`config.mk`:
```
export PLATFORM = sky130hd
export DESIGN_NAME = spi_buf_master
export DESIGN_NICKNAME = d
export VERILOG_FILES = /design/src/rtl/spim_pkg.sv /design/src/rtl/spim_baud.sv /design/src/rtl/spim_frame.sv /design/src/rtl/spi_buf_master.sv
export SDC_FILE = /design/constraint.sdc
export NUM_CORES = 1
export LEC_CHECK = 0
export BUFFER_PORTS_ARGS = -buffer_cell sky130_fd_sc_hd__buf_4
export CAP_MARGIN = 20
export CORE_UTILIZATION = 25
export DETAILED_ROUTE_END_ITERATION = 8
export GPL_TIMING_DRIVEN = 0
export PLACE_DENSITY = 0.38
export RECOVER_POWER = 25
export SYNTH_ARGS = -nofsm -noshare
export SYNTH_HDL_FRONTEND = slang
export SYNTH_SLANG_ARGS = --single-unit
```
`constraint.sdc`:
```
create_clock -name clk -period 3.6 [get_ports clk]
set_clock_uncertainty 0.1 [all_clocks]
set_input_delay 0.36 -clock clk [delete_from_list [all_inputs] [get_ports clk]]
set_output_delay 0.36 -clock clk [all_outputs]
set_load 0.02 [all_outputs]
```
`src/rtl/spim_pkg.sv`:
```
package spim_pkg;

    localparam int FRAME_W = 8;
    localparam int REG_W   = 8;
    localparam int ADDR_W  = 3;

    typedef enum logic [ADDR_W-1:0] {
        A_DATA = 3'd0,
        A_STAT = 3'd1,
        A_CTRL = 3'd2,
        A_FMT  = 3'd3,
        A_DIV  = 3'd4
    } reg_addr_e;

    // CTRL layout, bit 4 down to bit 0
    typedef struct packed {
        logic tx_on;
        logic rx_on;
        logic ie_empty;
        logic ie_tx;
        logic ie_rx;
    } ctrl_t;

    // FMT layout, bit 2 down to bit 0
    typedef struct packed {
        logic cpol;
        logic cpha;
        logic lsb_first;
    } fmt_t;

    // STAT layout, bit 2 down to bit 0
    typedef struct packed {
        logic buf_empty;
        logic tx_done;
        logic rx_done;
    } stat_t;

    localparam int CTRL_W = $bits(ctrl_t);
    localparam int FMT_W  = $bits(fmt_t);
    localparam int STAT_W = $bits(stat_t);

    function automatic logic [FRAME_W-1:0] bit_rev(input logic [FRAME_W-1:0] v);
        logic [FRAME_W-1:0] r;
        for (int i = 0; i < FRAME_W; i++) r[i] = v[FRAME_W-1-i];
        return r;
    endfunction

endpackage

```
`src/rtl/spim_baud.sv`:
```
module spim_baud #(
    parameter int DIV_W = 8
) (
    input  logic             clk,
    input  logic             rst,
    input  logic             run,
    input  logic [DIV_W-1:0] div,
    output logic             tick
);
    logic [DIV_W-1:0] cnt;

    assign tick = run && (cnt == div);

    always_ff @(posedge clk) begin
        if (rst || !run)      cnt <= '0;
        else if (cnt == div)  cnt <= '0;
        else                  cnt <= cnt + 1'b1;
    end

    // half-period spacing, two ticks never adjacent unless divider is zero
    a_r2_tick_gap: assert property (@(posedge clk) disable iff (rst)
        (tick && div != '0 && run) |=> !tick);

endmodule

```
`src/rtl/spim_frame.sv`:
```
module spim_frame
    import spim_pkg::*;
(
    input  logic               clk,
    input  logic               rst,
    input  logic               load,
    input  logic [FRAME_W-1:0] load_data,
    input  logic               cpha,
    input  logic               tick,
    input  logic               miso,
    output logic               busy,
    output logic               phase,
    output logic               mosi,
    output logic               done,
    output logic [FRAME_W-1:0] rx_word
);
    localparam int EW = $clog2(FRAME_W);

    logic [FRAME_W-1:0] sh;
    logic [FRAME_W-1:0] rsh;
    logic [EW-1:0]      edges;

    assign done    = busy && tick && phase && (edges == EW'(FRAME_W-1));
    assign rx_word = cpha ? {rsh[FRAME_W-2:0], miso} : rsh;

    always_ff @(posedge clk) begin
        if (rst) begin
            busy  <= 1'b0;
            phase <= 1'b0;
            edges <= '0;
            sh    <= '0;
            rsh   <= '0;
            mosi  <= 1'b0;
        end else if (load) begin
            busy  <= 1'b1;
            phase <= 1'b0;
            edges <= '0;
            rsh   <= '0;
            if (!cpha) begin
                mosi <= load_data[FRAME_W-1];
                sh   <= load_data << 1;
            end else begin
                sh   <= load_data;
            end
        end else if (busy && tick) begin
            phase <= ~phase;
            if (!phase) begin
                // leading edge
                if (!cpha) rsh <= {rsh[FRAME_W-2:0], miso};
                else begin
                    mosi <= sh[FRAME_W-1];
                    sh   <= sh << 1;
                end
            end else begin
                // trailing edge
                if (!cpha) begin
                    mosi <= sh[FRAME_W-1];
                    sh   <= sh << 1;
                end else begin
                    rsh <= {rsh[FRAME_W-2:0], miso};
                end
                edges <= edges + 1'b1;
                if (edges == EW'(FRAME_W-1)) begin
                    busy  <= 1'b0;
                    phase <= 1'b0;
                end
            end
        end
    end

    // the queue never hands over a byte while a frame is running
    a_r9_load_idle: assert property (@(posedge clk) disable iff (rst)
        load |-> !busy);
    // a frame only begins from a load request
    a_r2_start_from_load: assert property (@(posedge clk) disable iff (rst)
        $rose(busy) |-> $past(load));

endmodule

```
`src/rtl/spi_buf_master.sv`:
```
module spi_buf_master
    import spim_pkg::*;
#(
    parameter int DIV_W = 8
) (
    input  logic              clk,
    input  logic              rst,
    input  logic              wr_en,
    input  logic              rd_en,
    input  logic [ADDR_W-1:0] addr,
    input  logic [REG_W-1:0]  wdata,
    output logic [REG_W-1:0]  rdata,
    input  logic              gie_i,
    output logic              irq_o,
    output logic              sclk_o,
    output logic              mosi_o,
    input  logic              miso_i,
    output logic              mosi_own_o,
    output logic              miso_own_o
);
    ctrl_t              ctrl_q;
    fmt_t               fmt_q;
    logic [DIV_W-1:0]   div_q;
    logic [FRAME_W-1:0] txbuf_q;
    logic               buf_full;
    logic               tx_act;
    logic [FRAME_W-1:0] rxbuf_q;
    logic               rx_done;
    logic               tx_done;
    stat_t              stat;

    logic               tick, busy, phase, done, load;
    logic [FRAME_W-1:0] rx_word;

    logic wr_data, wr_ctrl, wr_stat, rd_data, accept, rx_kill;

    assign wr_data = wr_en && (addr == A_DATA);
    assign wr_ctrl = wr_en && (addr == A_CTRL);
    assign wr_stat = wr_en && (addr == A_STAT);
    assign rd_data = rd_en && (addr == A_DATA);
    assign accept  = wr_data && ctrl_q.tx_on && !buf_full;
    assign load    = tx_act && buf_full && !busy;
    assign rx_kill = !ctrl_q.rx_on || (wr_ctrl && !wdata[3]);

    spim_baud #(.DIV_W(DIV_W)) u_baud (
        .clk (clk),
        .rst (rst),
        .run (busy),
        .div (div_q),
        .tick(tick)
    );

    spim_frame u_frame (
        .clk      (clk),
        .rst      (rst),
        .load     (load),
        .load_data(fmt_q.lsb_first ? bit_rev(txbuf_q) : txbuf_q),
        .cpha     (fmt_q.cpha),
        .tick     (tick),
        .miso     (miso_i),
        .busy     (busy),
        .phase    (phase),
        .mosi     (mosi_o),
        .done     (done),
        .rx_word  (rx_word)
    );

    // configuration registers
    always_ff @(posedge clk) begin
        if (rst) begin
            ctrl_q <= '0;
            fmt_q  <= '0;
            div_q  <= '0;
        end else if (wr_en) begin
            if (addr == A_CTRL) ctrl_q <= ctrl_t'(wdata[CTRL_W-1:0]);
            if (addr == A_FMT)  fmt_q  <= fmt_t'(wdata[FMT_W-1:0]);
            if (addr == A_DIV)  div_q  <= DIV_W'(wdata);
        end
    end

    // transmit queue and deferred shutdown
    always_ff @(posedge clk) begin
        if (rst) begin
            txbuf_q  <= '0;
            buf_full <= 1'b0;
            tx_act   <= 1'b0;
            tx_done  <= 1'b0;
        end else begin
            if (accept) begin
                txbuf_q  <= wdata;
                buf_full <= 1'b1;
            end else if (load) begin
                buf_full <= 1'b0;
            end
            tx_act <= ctrl_q.tx_on || (tx_act && (buf_full || busy));
            if (done && !buf_full)            tx_done <= 1'b1;
            else if (wr_stat && wdata[1])     tx_done <= 1'b0;
        end
    end

    // receive buffer
    always_ff @(posedge clk) begin
        if (rst || rx_kill) begin
            rxbuf_q <= '0;
            rx_done <= 1'b0;
        end else if (done) begin
            rxbuf_q <= fmt_q.lsb_first ? bit_rev(rx_word) : rx_word;
            rx_done <= 1'b1;
        end else if (rd_data) begin
            rx_done <= 1'b0;
        end
    end

    assign stat       = '{buf_empty: !buf_full, tx_done: tx_done, rx_done: rx_done};
    assign sclk_o     = fmt_q.cpol ^ phase;
    assign mosi_own_o = tx_act;
    assign miso_own_o = ctrl_q.rx_on;
    assign irq_o      = gie_i && ((ctrl_q.ie_rx && stat.rx_done) ||
                                  (ctrl_q.ie_tx && stat.tx_done) ||
                                  (ctrl_q.ie_empty && stat.buf_empty));

    always_comb begin
        rdata = '0;
        case (addr)
            A_DATA: rdata = rxbuf_q;
            A_STAT: rdata = REG_W'(stat);
            A_CTRL: rdata = REG_W'(ctrl_q);
            A_FMT:  rdata = REG_W'(fmt_q);
            A_DIV:  rdata = REG_W'(div_q);
            default: rdata = '0;
        endcase
    end

    // the shifter runs only while the transmit side is active
    a_r1_clock_from_tx: assert property (@(posedge clk) disable iff (rst)
        busy |-> tx_act);
    // SCLK rests at the polarity level between frames
    a_r2_sclk_idle: assert property (@(posedge clk) disable iff (rst)
        !busy |-> (sclk_o == fmt_q.cpol));
    // pin ownership held while anything is left to send
    a_r3_drain_hold: assert property (@(posedge clk) disable iff (rst)
        (tx_act && (buf_full || busy)) |=> tx_act);
    // a disabled receiver never reports data
    a_r4_flush: assert property (@(posedge clk) disable iff (rst)
        !ctrl_q.rx_on |-> !rx_done);
    // reading the data register clears receive-done
    a_r11_read_clear: assert property (@(posedge clk) disable iff (rst)
        (rd_data && !done && !wr_en) |=> !rx_done);

endmodule

```
## After elaboration in Yosys (flattened, before gate mapping)

Cells that the tools add are included.

| storage, ports and cells | value |
|---|---|
| flip-flop bits (word level) | 66 |
| output and inout port bits | 13 |
| word-level logic and storage cells | 115 |
| input port bits | 17 |

| cells by class | value |
|---|---|
| add/subtract/negate cells | 2 |
| equality and inequality tests | 10 |
| bitwise logic cells | 2 |
| mux-type cells | 30 |
| reductions and logical operators | 49 |

Operator list:

| operator | number |
|---|---|
| $mux 8 | 11 |
| $pmux 8 s5 | 1 |
| $logic_and 1x1->1 | 20 |
| $mux 1 | 18 |
| $reduce_bool 2->1 | 6 |
| $reduce_and 2->1 | 5 |
| $add 8x1->8 const B | 1 |
| $eq 8x8->1 | 1 |
| $logic_or 1x1->1 | 7 |
| $eq 3x2->1 const B | 2 |
| $eq 3x3->1 const B | 2 |
| $ne 3x3->1 const B | 2 |
| $reduce_and 3->1 | 2 |
| $logic_not 1->1 | 4 |
| $reduce_and 4->1 | 1 |
| $reduce_or 2->1 | 2 |
| $add 3x1->3 const B | 1 |
| $eq 3x1->1 const B | 1 |
| $logic_not 3->1 | 1 |
| $reduce_bool 3->1 | 1 |
| $ne 2x1->1 const B | 1 |
| $ne 2x2->1 const B | 1 |
| $not 1->1 | 1 |
| $xor 1x1->1 | 1 |

## Depth between registers and ports, before layout

Gate-level depths: netlist of the first run.

| depth | value |
|---|---|
| depth after elaboration | 7 |
| gate-level depth with buffers | 7 |
| depth with buffers taken out | 6 |

## By module

From an unflattened synthesis of the first run, not the netlist that was laid out.

| unflattened totals | value |
|---|---|
| cells, all modules | 388 |
| area, all modules | 3609.7 µm² |

Modules (own cells, without submodules):

| module | instances | area an instance (µm²) | cells each |
|---|---|---|---|
| spi_buf_master | 1 | 1896.8 | 200 |
| spim_frame | 1 | 1236.2 | 141 |
| spim_baud | 1 | 476.7 | 47 |

## Worst setup path before layout of the first run

No wires, ideal clock.

| timing | value |
|---|---|
| kind | flip-flop to output port |
| start | register fmt_q[0] (netlist bit) |
| end | output port rdata[0] |
| arrival time | 1.531 ns |
| buffers on the path | 2 |
| stages on the path, launching flop included | 6 |
| slack | 1.609 ns |
| data required time | 3.140 ns |
| cells stage by stage | dfxtp_1 > buf_2 > clkbuf_1 > mux2_2 > a22oi_1 > o22ai_1 |

| on the way | value |
|---|---|
| longest elaborated chain between the ends | 1 |

Ends and longest elaborated chain:

| element | line | text |
|---|---|---|
| from (decl) | spi_buf_master.sv:22 | `fmt_t fmt_q;` |
| from (signal assigned) | spi_buf_master.sv:76 | `if (addr == A_FMT) fmt_q <= fmt_t'(wdata[FMT_W-1:0]);` |
| $pmux 8 s5 | spi_buf_master.sv:124 | `case (addr)` |
| to (decl) | spi_buf_master.sv:12 | `output logic [REG_W-1:0] rdata,` |

No other way between the ends.

## Worst setup path after layout of the first run

Ends and elaborated chain as after synthesis.

==> flow_summary_export.csv, run 1 <==
group,metric,value,unit
cts,htreeDepth,3,
floorplan,die_area,0.0139,mm2
global_route,grt_usage,14.1,%
sta,drv_slew,0,
detailed_routing,drtIter0Drc,91,
logic_synthesis,yosys-mux-area-fraction,23.6,%
logic_synthesis,syn_avg_cell_area,9.58,um2
logic_synthesis,synthAdderAreaFrac,1.12,%
place,gp_congestion,0.727,
power,vdd_drop_max,0.201,mV
cts,post_cts_buffers,0,
detailed_routing,routed_wl,9310,um
place,dp_hpwl,6900,um
sta,post-route-min-period,2.74,ns
worst_hold_path,hold_depth,3,
final_layout,antennaDiodeCount,0,
sta,max_slew_margin,46.9,%
sta,setup_viol,0,
cts,clockRootBuffer,"clkbuf_16",
floorplan,die_y,118,um
sta,finalHoldViolCount,0,
cts,cts_buffers,9,
critical_path,crit_type,"reg2out",
floorplan,io_pins,30,
floorplan,dieWidth,118,um
global_route,gr-total-overflow,0,
floorplan,coreArea,0.0132,mm2
global_route,antenna_found_initial,0,
floorplan,std_cell_rows,42,
cts,worstSkewPairLatency,0.33,ns
final_layout,stdcell_count,572,
cts,clkTransAtPathRegs,0.06,ns
cts,cts.path.max_buffers,2,
cts,post_cts_resized,0,
final_layout,nNetsFinal,411,
logic_synthesis,syn-num-nets,371,
detailed_routing,vias,2659,
logic_synthesis,yosys_most_used_dff,"dfxtp_1",
global_route,grt_max_degree,13,
logic_synthesis,synth_xor_area_share,5.84,%
critical_path,reg2reg_depth,6,
logic_synthesis,synth_top_family_by_area,"multiplexers",
logic_synthesis,synth_compound_area_share,8.26,%
detailed_routing,wl_per_cell,16.3,um
sta,tightest_slew,0.791,ns
cts,cts_tree,"built",
sta,max_freq,365,MHz
critical_path,max_stage_delay,0.53,ns
floorplan,initial_utilization,25.5,%
detailed_routing,drc_errors,0,
status,status,"finished clean",
global_route,grt_pass1_wl,14900,um
power,power_leakage,1.46,nW
final_layout,area_growth,21.1,%
final_layout,design_area,0.00407,mm2
critical_path,crit_slowest_cell,"clkbuf_1",
logic_synthesis,ys_warn_count,0,
sta,fin_crit_sh,76.1,%
critical_path,worstPathRequired,3.14,ns
detailed_routing,ant_nets,0,
cts,postCtsHoldBufs,0,
detailed_routing,dr.pass1.iters,4,
place,dp.cells,556,
place,port_buffers,29,
logic_synthesis,syn-cell-area,0.00336,mm2
critical_path,cp.depth,6,
final_layout,final_common_cell,"dfxtp_1",
final_layout,layout-drive-gt1-share,17.7,%
sta,rsz0062_at_grt,"no",
logic_synthesis,yosys.area_share.simple,18.6,%
logic_synthesis,synth-edff-count,0,
power,p_per_area,411,mW/mm2
logic_synthesis,async_flop_share,0,%
logic_synthesis,yosysSeqAreaShare,39.3,%
job,drv_cap,0,
logic_synthesis,postSynthCellCount,351,
final_layout,final_cell_mix,"66 x dfxtp_1, 59 x nor2_1, 49 x mux2i_1, 25 x buf_4, 22 x nand2_1",
critical_path,crit_chain,"buf_2 -> clkbuf_1 -> mux2_2 -> a22oi_1 -> o22ai_1 -> buf_4",
critical_path,critPathTopFamily,"buffers and inverters",
logic_synthesis,yosys_register_bits,66,
cts,cts_sinks,66,
logic_synthesis,ys_types,42,
critical_path,path_max_fanout,10,
place,place_area,0.00380,mm2
critical_path,critPathArrivalTime,2.28,ns
critical_path,path_buf_inv,3,
critical_path,end_kind,"primary output",
worst_hold_path,hp-class,"in2reg",
critical_path,cp-start-kind,"register",
sta,fin_tns_setup,0,ns
detailed_routing,via_per_inst,4.65,
global_route,grt_pass1_vias,2685,
-- routing by layer --
metal / share of wire [%] / GRT usage (%) / up-vias
met1: 48 / 19.1 / 1274
li1: - / - / 1323
met5: 0 / 0 / -
met3: 4.5 / 3.78 / 12
met2: 45 / 21.4 / 50
met4: 1.7 / 5.45 / 0
-- worst register-to-register path, cell delays in order (launching register included) --
cell and delay (ns):
dfxtp_1 0.47, xnor2_2 0.17, nand4_4 0.17, nor4_1 0.46
buf_2 0.38, mux2i_1 0.24, nor2_1 0.06
-- per-stage QoR --
stage / hold WS (ns) / worst slack [ns] / power [mW] / utilization (%)
final: 0.194 / 0.861 / 1.67 / 30.9
after detailed placement: 0.378 / 1.19 / 0.846 / 28.8
after global placement: 0.378 / 1.17 / 0.846 / 28.8
after CTS: 0.176 / 0.803 / 1.70 / 31.0
after floorplan: 0.359 / 1.61 / 0.802 / -
after global routing: 0.192 / 0.651 / 1.75 / 30.9
-- final timing paths --
check	startpoint	endpoint	slack (ns)
setup / recovery	fmt_q[0]	rdata[0]	0.86
hold / removal	wdata[4]	ctrl_q[4]	0.19
setup reg to reg	u_baud.cnt[2]	rxbuf_q[6]	1.43
hold reg to reg	u_frame.sh[0]	u_frame.sh[0]	0.39
-- cells by family (layout without fill, tap and decap cells) --
kind of cell             Yosys count  count (layout)
flip-flops                        66              66
XOR/XNOR                          19              19
buffers and inverters             26              71
multiplexers                      65              65
AO/OA/AOI/OAI                     44              44
AND/OR/NAND/NOR                  128             128
adder cells (fa/ha/maj)            3               3
-- registers in the layout, indices dropped and copies added (netlist names) --
name,count
buf_full,1
ctrl_q,4
div_q,8
fmt_q,3
miso_own_o,1
mosi_own_o,1
rx_done,1
rxbuf_q,8
tx_done,1
txbuf_q,8
u_baud.cnt,8
u_frame.busy,1
u_frame.edges,3
u_frame.mosi,1
u_frame.phase,1
u_frame.rsh,8
u_frame.sh,8
-- power by group --
group          leakage, nW  switching, mW  internal, mW
logic                0.786         0.0540        0.0331
registers            0.532        0.00567         0.735
clock network        0.138          0.338         0.506
-- synth_stat cells, types with 4 or more instances --
cell | instances | area share [%]
xor2_1 | 8 | 2.1
nand3b_1 | 4 | 0.89
nand3_1 | 10 | 1.5
mux2i_1 | 49 | 15
clkbuf_1 | 12 | 1.3
a211oi_1 | 7 | 1.6
nor2_1 | 59 | 6.6
buf_2 | 5 | 0.74
mux4_2 | 11 | 7.4
nor2b_1 | 8 | 1.5
nand2_1 | 22 | 2.5
xnor2_1 | 7 | 1.8
nor3_1 | 8 | 1.2
xnor2_2 | 4 | 1.9
mux2_2 | 5 | 1.7
dfxtp_1 | 66 | 39
a22oi_1 | 7 | 1.6
inv_1 | 5 | 0.56
a21oi_1 | 19 | 2.8
-- area by class of cell --
cell class / instances / area, um2
fill: 1414 / 9120
multi-input combinational: 259 / 1930
sequential: 66 / 1320
clock buffer: 11 / 253
tap: 176 / 220
timing repair buffer: 29 / 199
buffer: 21 / 88.8
clock inverter: 5 / 37.5
inverter: 5 / 18.8
No activity file was read; power rests on OpenSTA's default activity.
==> inputs of run 2 (changes only) <==
ABC_AREA = 1   (was default)
PLACE_DENSITY = 0.4   (was 0.38)
clock period = 2.5 ns   (was 3.6 ns; I/O delays follow)
==> run 2 against run 1 <==
  * Synthesized cell count up 42%
  * Combinational power up 73%
  * Die area down 0.58%
  * Hold slack worse by 0.11 ns
  * Global-route usage up 0.31 points
  * Critical endpoint unchanged
  * Largest cell class unchanged
==> flow_summary_export.csv, run 2 <==
group,metric,value,unit
status,status,"finished clean",
worst_hold_path,hp-class,"in2reg",
sta,finalHoldViolCount,0,
critical_path,end_kind,"primary output",
place,post-place-ws,0.346,ns
critical_path,crit_chain,"clkbuf_1 -> buf_2 -> clkinv_1 -> o22ai_1 -> a221oi_1 -> nand2_1 -> buf_4",
critical_path,crit_type,"reg2out",
detailed_routing,dr.pass1.iters,4,
logic_synthesis,synth_area_leader_cell,"dfxtp_1",
logic_synthesis,yosys.area_share.simple,28.0,%
final_layout,nNetsFinal,559,
power,p_per_area,664,mW/mm2
critical_path,reg2reg_slack,0.35,ns
logic_synthesis,synth.cells.most_frequent,"119 x nand2_1, 78 x o21ai_0, 66 x dfxtp_1, 65 x nor2_1, 48 x inv_1",
floorplan,die_area,0.0138,mm2
sta,setup_viol,0,
place,gp_congestion,0.767,
floorplan,dieWidth,118,um
logic_synthesis,yosys_most_used_dff,"dfxtp_1",
detailed_routing,ant_nets,0,
critical_path,cp-start-kind,"register",
logic_synthesis,yosys_register_bits,66,
logic_synthesis,syn-num-nets,519,
logic_synthesis,syn_avg_cell_area,6.70,um2
final_layout,final_cell_mix,"119 x nand2_1, 78 x o21ai_0, 66 x dfxtp_1, 65 x nor2_1, 48 x inv_1",
global_route,antenna_found_initial,0,
logic_synthesis,syn-cell-area,0.00334,mm2
logic_synthesis,yosysTopAreaCellShare,39.5,%
sta,fin_crit_sh,89.5,%
floorplan,coreArea,0.0128,mm2
place,port_buffers,29,
logic_synthesis,synthAdderAreaFrac,1.12,%
sta,post-route-min-period,2.24,ns
sta,fin_ws,0.263,ns
place,place_area,0.00377,mm2
global_route,grt_pass1_vias,2985,
cts,htreeDepth,3,
critical_path,max_stage_delay,0.30,ns
cts,post_cts_resized,0,
cts,clockRootBuffer,"clkbuf_16",
final_layout,area_growth,23.0,%
global_route,grt_max_degree,12,
final_layout,layout-drive-gt1-share,10.7,%
global_route,grt_usage,14.5,%
power,power,2.73,mW
detailed_routing,via_per_inst,4.47,
sta,drv_slew,0,
logic_synthesis,async_flop_share,0,%
critical_path,worstPathRequired,2.15,ns
critical_path,crit_slowest_cell,"dfxtp_1",
detailed_routing,wl_per_cell,13.5,um
cts,cts.path.max_buffers,2,
sta,fin_tns_setup,0,ns
logic_synthesis,yosys-mux-area-fraction,1.20,%
final_layout,final_common_cell,"nand2_1",
sta,rsz0062_at_grt,"no",
final_layout,antennaDiodeCount,0,
logic_synthesis,ys_types,33,
sta,tightest_slew,0.536,ns
logic_synthesis,synth-edff-count,0,
cts,cts_buffers,9,
logic_synthesis,synth_top_family_by_area,"simple AND/OR/NAND/NOR gates",
floorplan,std_cell_rows,41,
detailed_routing,drtIter0Drc,230,
global_route,gr-total-overflow,0,
logic_synthesis,synthTopCellsByArea,"dfxtp_1 40%, nand2_1 13%, o21ai_0 12%",
cts,post_cts_buffers,0,
floorplan,die_y,118,um
logic_synthesis,postSynthCellCount,499,
critical_path,path_max_fanout,10,
floorplan,io_pins,30,
floorplan,initial_utilization,26.1,%
power,power_leakage,1.69,nW
power,vdd_drop_max,0.282,mV
critical_path,critPathTopFamily,"buffers and inverters",
sta,max_slew_margin,64.0,%
job,drv_cap,0,
sta,max_freq,447,MHz
detailed_routing,routed_wl,9660,um
detailed_routing,drc_errors,0,
logic_synthesis,yosysSeqAreaShare,39.5,%
logic_synthesis,ys_warn_count,0,
critical_path,path_buf_inv,4,
cts,worstSkewPairLatency,0.33,ns
logic_synthesis,synth.most_common_cell,"nand2_1",
logic_synthesis,synth_xor_area_share,1.31,%
final_layout,design_area,0.00411,mm2
detailed_routing,vias,3197,
cts,postCtsHoldBufs,0,
cts,cts_sinks,66,
cts,cts_tree,"built",
global_route,grt_pass1_wl,15700,um
place,dp_hpwl,7300,um
critical_path,critPathArrivalTime,1.89,ns
cts,clkTransAtPathRegs,0.05,ns
logic_synthesis,synth_compound_area_share,20.3,%
run 2: kinds of logic (layout without fill, tap and decap cells):
| logic type | count (synthesis) | after routing |
|---|---|---|
| DFF | 66 | 66 |
| buffers and inverters | 71 | 116 |
| muxes | 4 | 4 |
| AOI/OAI and AO/OA | 126 | 126 |
| and+or+nand+nor | 224 | 224 |
| xor gates and xnor gates | 5 | 5 |
| adders and majority gates | 3 | 3 |
run 2: final timing paths:
path	start	end	cells after the start
worst max-delay path	fmt_q[0]	rdata[0]	7
worst min register to register	u_frame.sh[7]	u_frame.sh[7]	2
worst min-delay path	rd_en	rx_done	4
worst max register to register	u_frame.busy	u_frame.sh[1]	7
run 2: cell type report:
type,count,area (um2)
well taps,172,215
flip-flops and latches,66,1320
fillers,1411,8720
multi-input cells,362,1730
clock buffers,12,256
repair buffers,29,199
clock inverters,4,97.6
plain buffers,19,90.1
inverters,52,195
run 2: tightest hold or removal path: cells and delay by family:
family / cells / cell delay [ns]
AOI/OAI and AO/OA: 1 / 0.05
buffers and inverters: 1 / 0.08
and+or+nand+nor: 2 / 0.09
run 2: report_power, final:
group / switching, mW / internal, mW / total, mW / leakage (nW)
clock: 0.478 / 1.03 / 1.51 / 0.169
sequential: 0.00603 / 1.06 / 1.07 / 0.533
combinational: 0.0999 / 0.0513 / 0.151 / 0.992
run 2: through the flow:
stage	instances	utilization, %	hold slack (ns)
3_5_place_dp	700	29.4	0.353
4_1_cts	716	32.2	0.0575
2_1_floorplan	499	-	0.219
3_3_place_gp	700	29.4	0.349
6_report	716	32.0	0.0887
5_1_grt	716	32.0	0.109
run 2: per-layer routing:
metal / vias up / part of all wire [%] / global-route usage, %
met4: 0 / 1.4 / 6.25
met3: 9 / 3.3 / 2.76
li1: 1708 / - / -
met5: - / 0 / 0
met1: 1434 / 52 / 19.8
met2: 46 / 44 / 22.0
==> inputs of run 3 (changes only) <==
CORE_MARGIN = 3   (was default)
==> run 3 against run 2 <==
  * Sequential share of layout area increased by 0.39 points
  * Wire length increased by 1.4%
  * Cell area shrank 1.2%
  * Largest power group unchanged
  * Total power is 7.9% lower
  * Non-clock buffer count unchanged
  * Fmax decreased by 1.5%
  * Register-to-register slack improved by 0.24 ns
  * Count of clock-buffer cells in the layout shrank 2
  * Sequential power about the same
  * Sequential cell count did not move
  * Via count is 0.88% higher
  * Die area grew 6.9%
==> flow_summary_export.csv, run 3 (synthesis results as in run 2) <==
group,metric,value,unit
status,status,"finished clean",
floorplan,coreArea,0.0128,mm2
final_layout,layout-drive-gt1-share,11.0,%
sta,setup_viol,0,
sta,fin_ws,0.229,ns
final_layout,final_common_cell,"nand2_1",
sta,tightest_slew,0.548,ns
detailed_routing,drtIter0Drc,224,
cts,post_cts_resized,0,
critical_path,crit_type,"reg2out",
critical_path,rr_startpoint,"u_baud.cnt[2]",
worst_hold_path,min-delay-start,"rd_en",
power,power_leakage,1.68,nW
final_layout,final_cell_mix,"119 x nand2_1, 78 x o21ai_0, 66 x dfxtp_1, 65 x nor2_1, 48 x inv_1",
sta,fin_crit_sh,90.8,%
power,power,2.51,mW
cts,htreeDepth,3,
global_route,grt_pass1_wl,16600,um
cts,worstSkewPairLatency,0.33,ns
cts,cts.path.max_buffers,2,
global_route,grt_usage,14.2,%
critical_path,reg2reg_depth,11,
cts,clockRootBuffer,"clkbuf_16",
critical_path,cp-startpoint,"fmt_q[0]",
floorplan,dieWidth,122,um
cts,postCtsHoldBufs,0,
critical_path,path_max_fanout,10,
detailed_routing,ant_nets,0,
detailed_routing,vias,3225,
detailed_routing,routed_wl,9790,um
final_layout,area_growth,21.5,%
job,drv_cap,0,
detailed_routing,dr.pass1.iters,6,
sta,max_freq,440,MHz
place,post-place-ws,0.369,ns
floorplan,initial_utilization,26.1,%
detailed_routing,drc_errors,0,
sta,drv_slew,0,
global_route,antenna_found_initial,0,
cts,cts_tree,"built",
global_route,gr-total-overflow,0,
sta,fin_tns_setup,0,ns
sta,finalHoldViolCount,0,
floorplan,die_area,0.0148,mm2
global_route,grt_max_degree,13,
floorplan,std_cell_rows,41,
power,p_per_area,618,mW/mm2
cts,cts_sinks,66,
cts,cts_buffers,9,
critical_path,critPathArrivalTime,1.92,ns
critical_path,end_kind,"primary output",
worst_hold_path,hp-class,"in2reg",
final_layout,nNetsFinal,559,
sta,post-route-min-period,2.27,ns
critical_path,worstPathRequired,2.15,ns
final_layout,antennaDiodeCount,0,
detailed_routing,wl_per_cell,13.7,um
global_route,grt_pass1_vias,3209,
place,port_buffers,29,
power,vdd_drop_max,0.268,mV
cts,clkTransAtPathRegs,0.06,ns
sta,rsz0062_at_grt,"no",
critical_path,cp-start-kind,"register",
sta,max_slew_margin,63.2,%
detailed_routing,via_per_inst,4.50,
place,gp_congestion,0.779,
cts,post_cts_buffers,0,
floorplan,io_pins,30,
worst_hold_path,hold_depth,4,
place,dp_hpwl,7510,um
floorplan,die_y,122,um
run 3: cell count changes in the layout (fill, tap and decap cells not counted), sizes merged:
cell / change
clkbuf: -3
clkinv: +3
bufinv: -2
buf: +1
inv: +1
run 3: worst paths after layout:
check,end,slack (ns)
max reg2reg,u_frame.sh[1],0.59
min,rx_done,0.08
max,rdata[0],0.23
min reg2reg,u_frame.sh[7],0.36
run 3: stage by stage:
step / area, um2 / utilization (%) / hold slack, ns / cells
finish: 4060 / 31.7 / 0.0828 / 716
floorplan: 3340 / - / 0.219 / 499
global placement: 3770 / 29.4 / 0.349 / 700
detailed placement: 3770 / 29.4 / 0.352 / 700
global route: 4060 / 31.7 / 0.104 / 716
CTS: 4080 / 31.8 / 0.0613 / 716
run 3: area by class of cell:
cell class	instances	area, um2
multi-input combinational	362	1730
buffer	19	91.3
inverter	52	195
fill	1454	8760
clock buffer	10	239
timing repair buffer	29	199
tap	172	215
sequential	66	1320
clock inverter	6	65.1
run 3: metal layers:
metal  track usage [%]  vias up  routed length, um
li1                  -     1711                  -
met5                 0        -                  0
met1              19.7     1445               5060
met3              2.65       13                315
met4              5.95        0                179
met2              21.5       56               4240
run 3: worst max-delay path, stage by stage (launching register included):
cell and delay, ns:
dfxtp_1 0.31, clkbuf_1 0.22, buf_2 0.25, clkinv_1 0.25, o22ai_1 0.23, a221oi_1 0.09
nand2_1 0.10, buf_4 0.14
run 3: power breakdown:
| group | total [mW] | switching [mW] | internal, mW | leakage (nW) |
|---|---|---|---|---|
| clock network | 1.29 | 0.492 | 0.801 | 0.149 |
| registers | 1.07 | 0.00609 | 1.06 | 0.533 |
| logic | 0.151 | 0.0994 | 0.0513 | 0.997 |
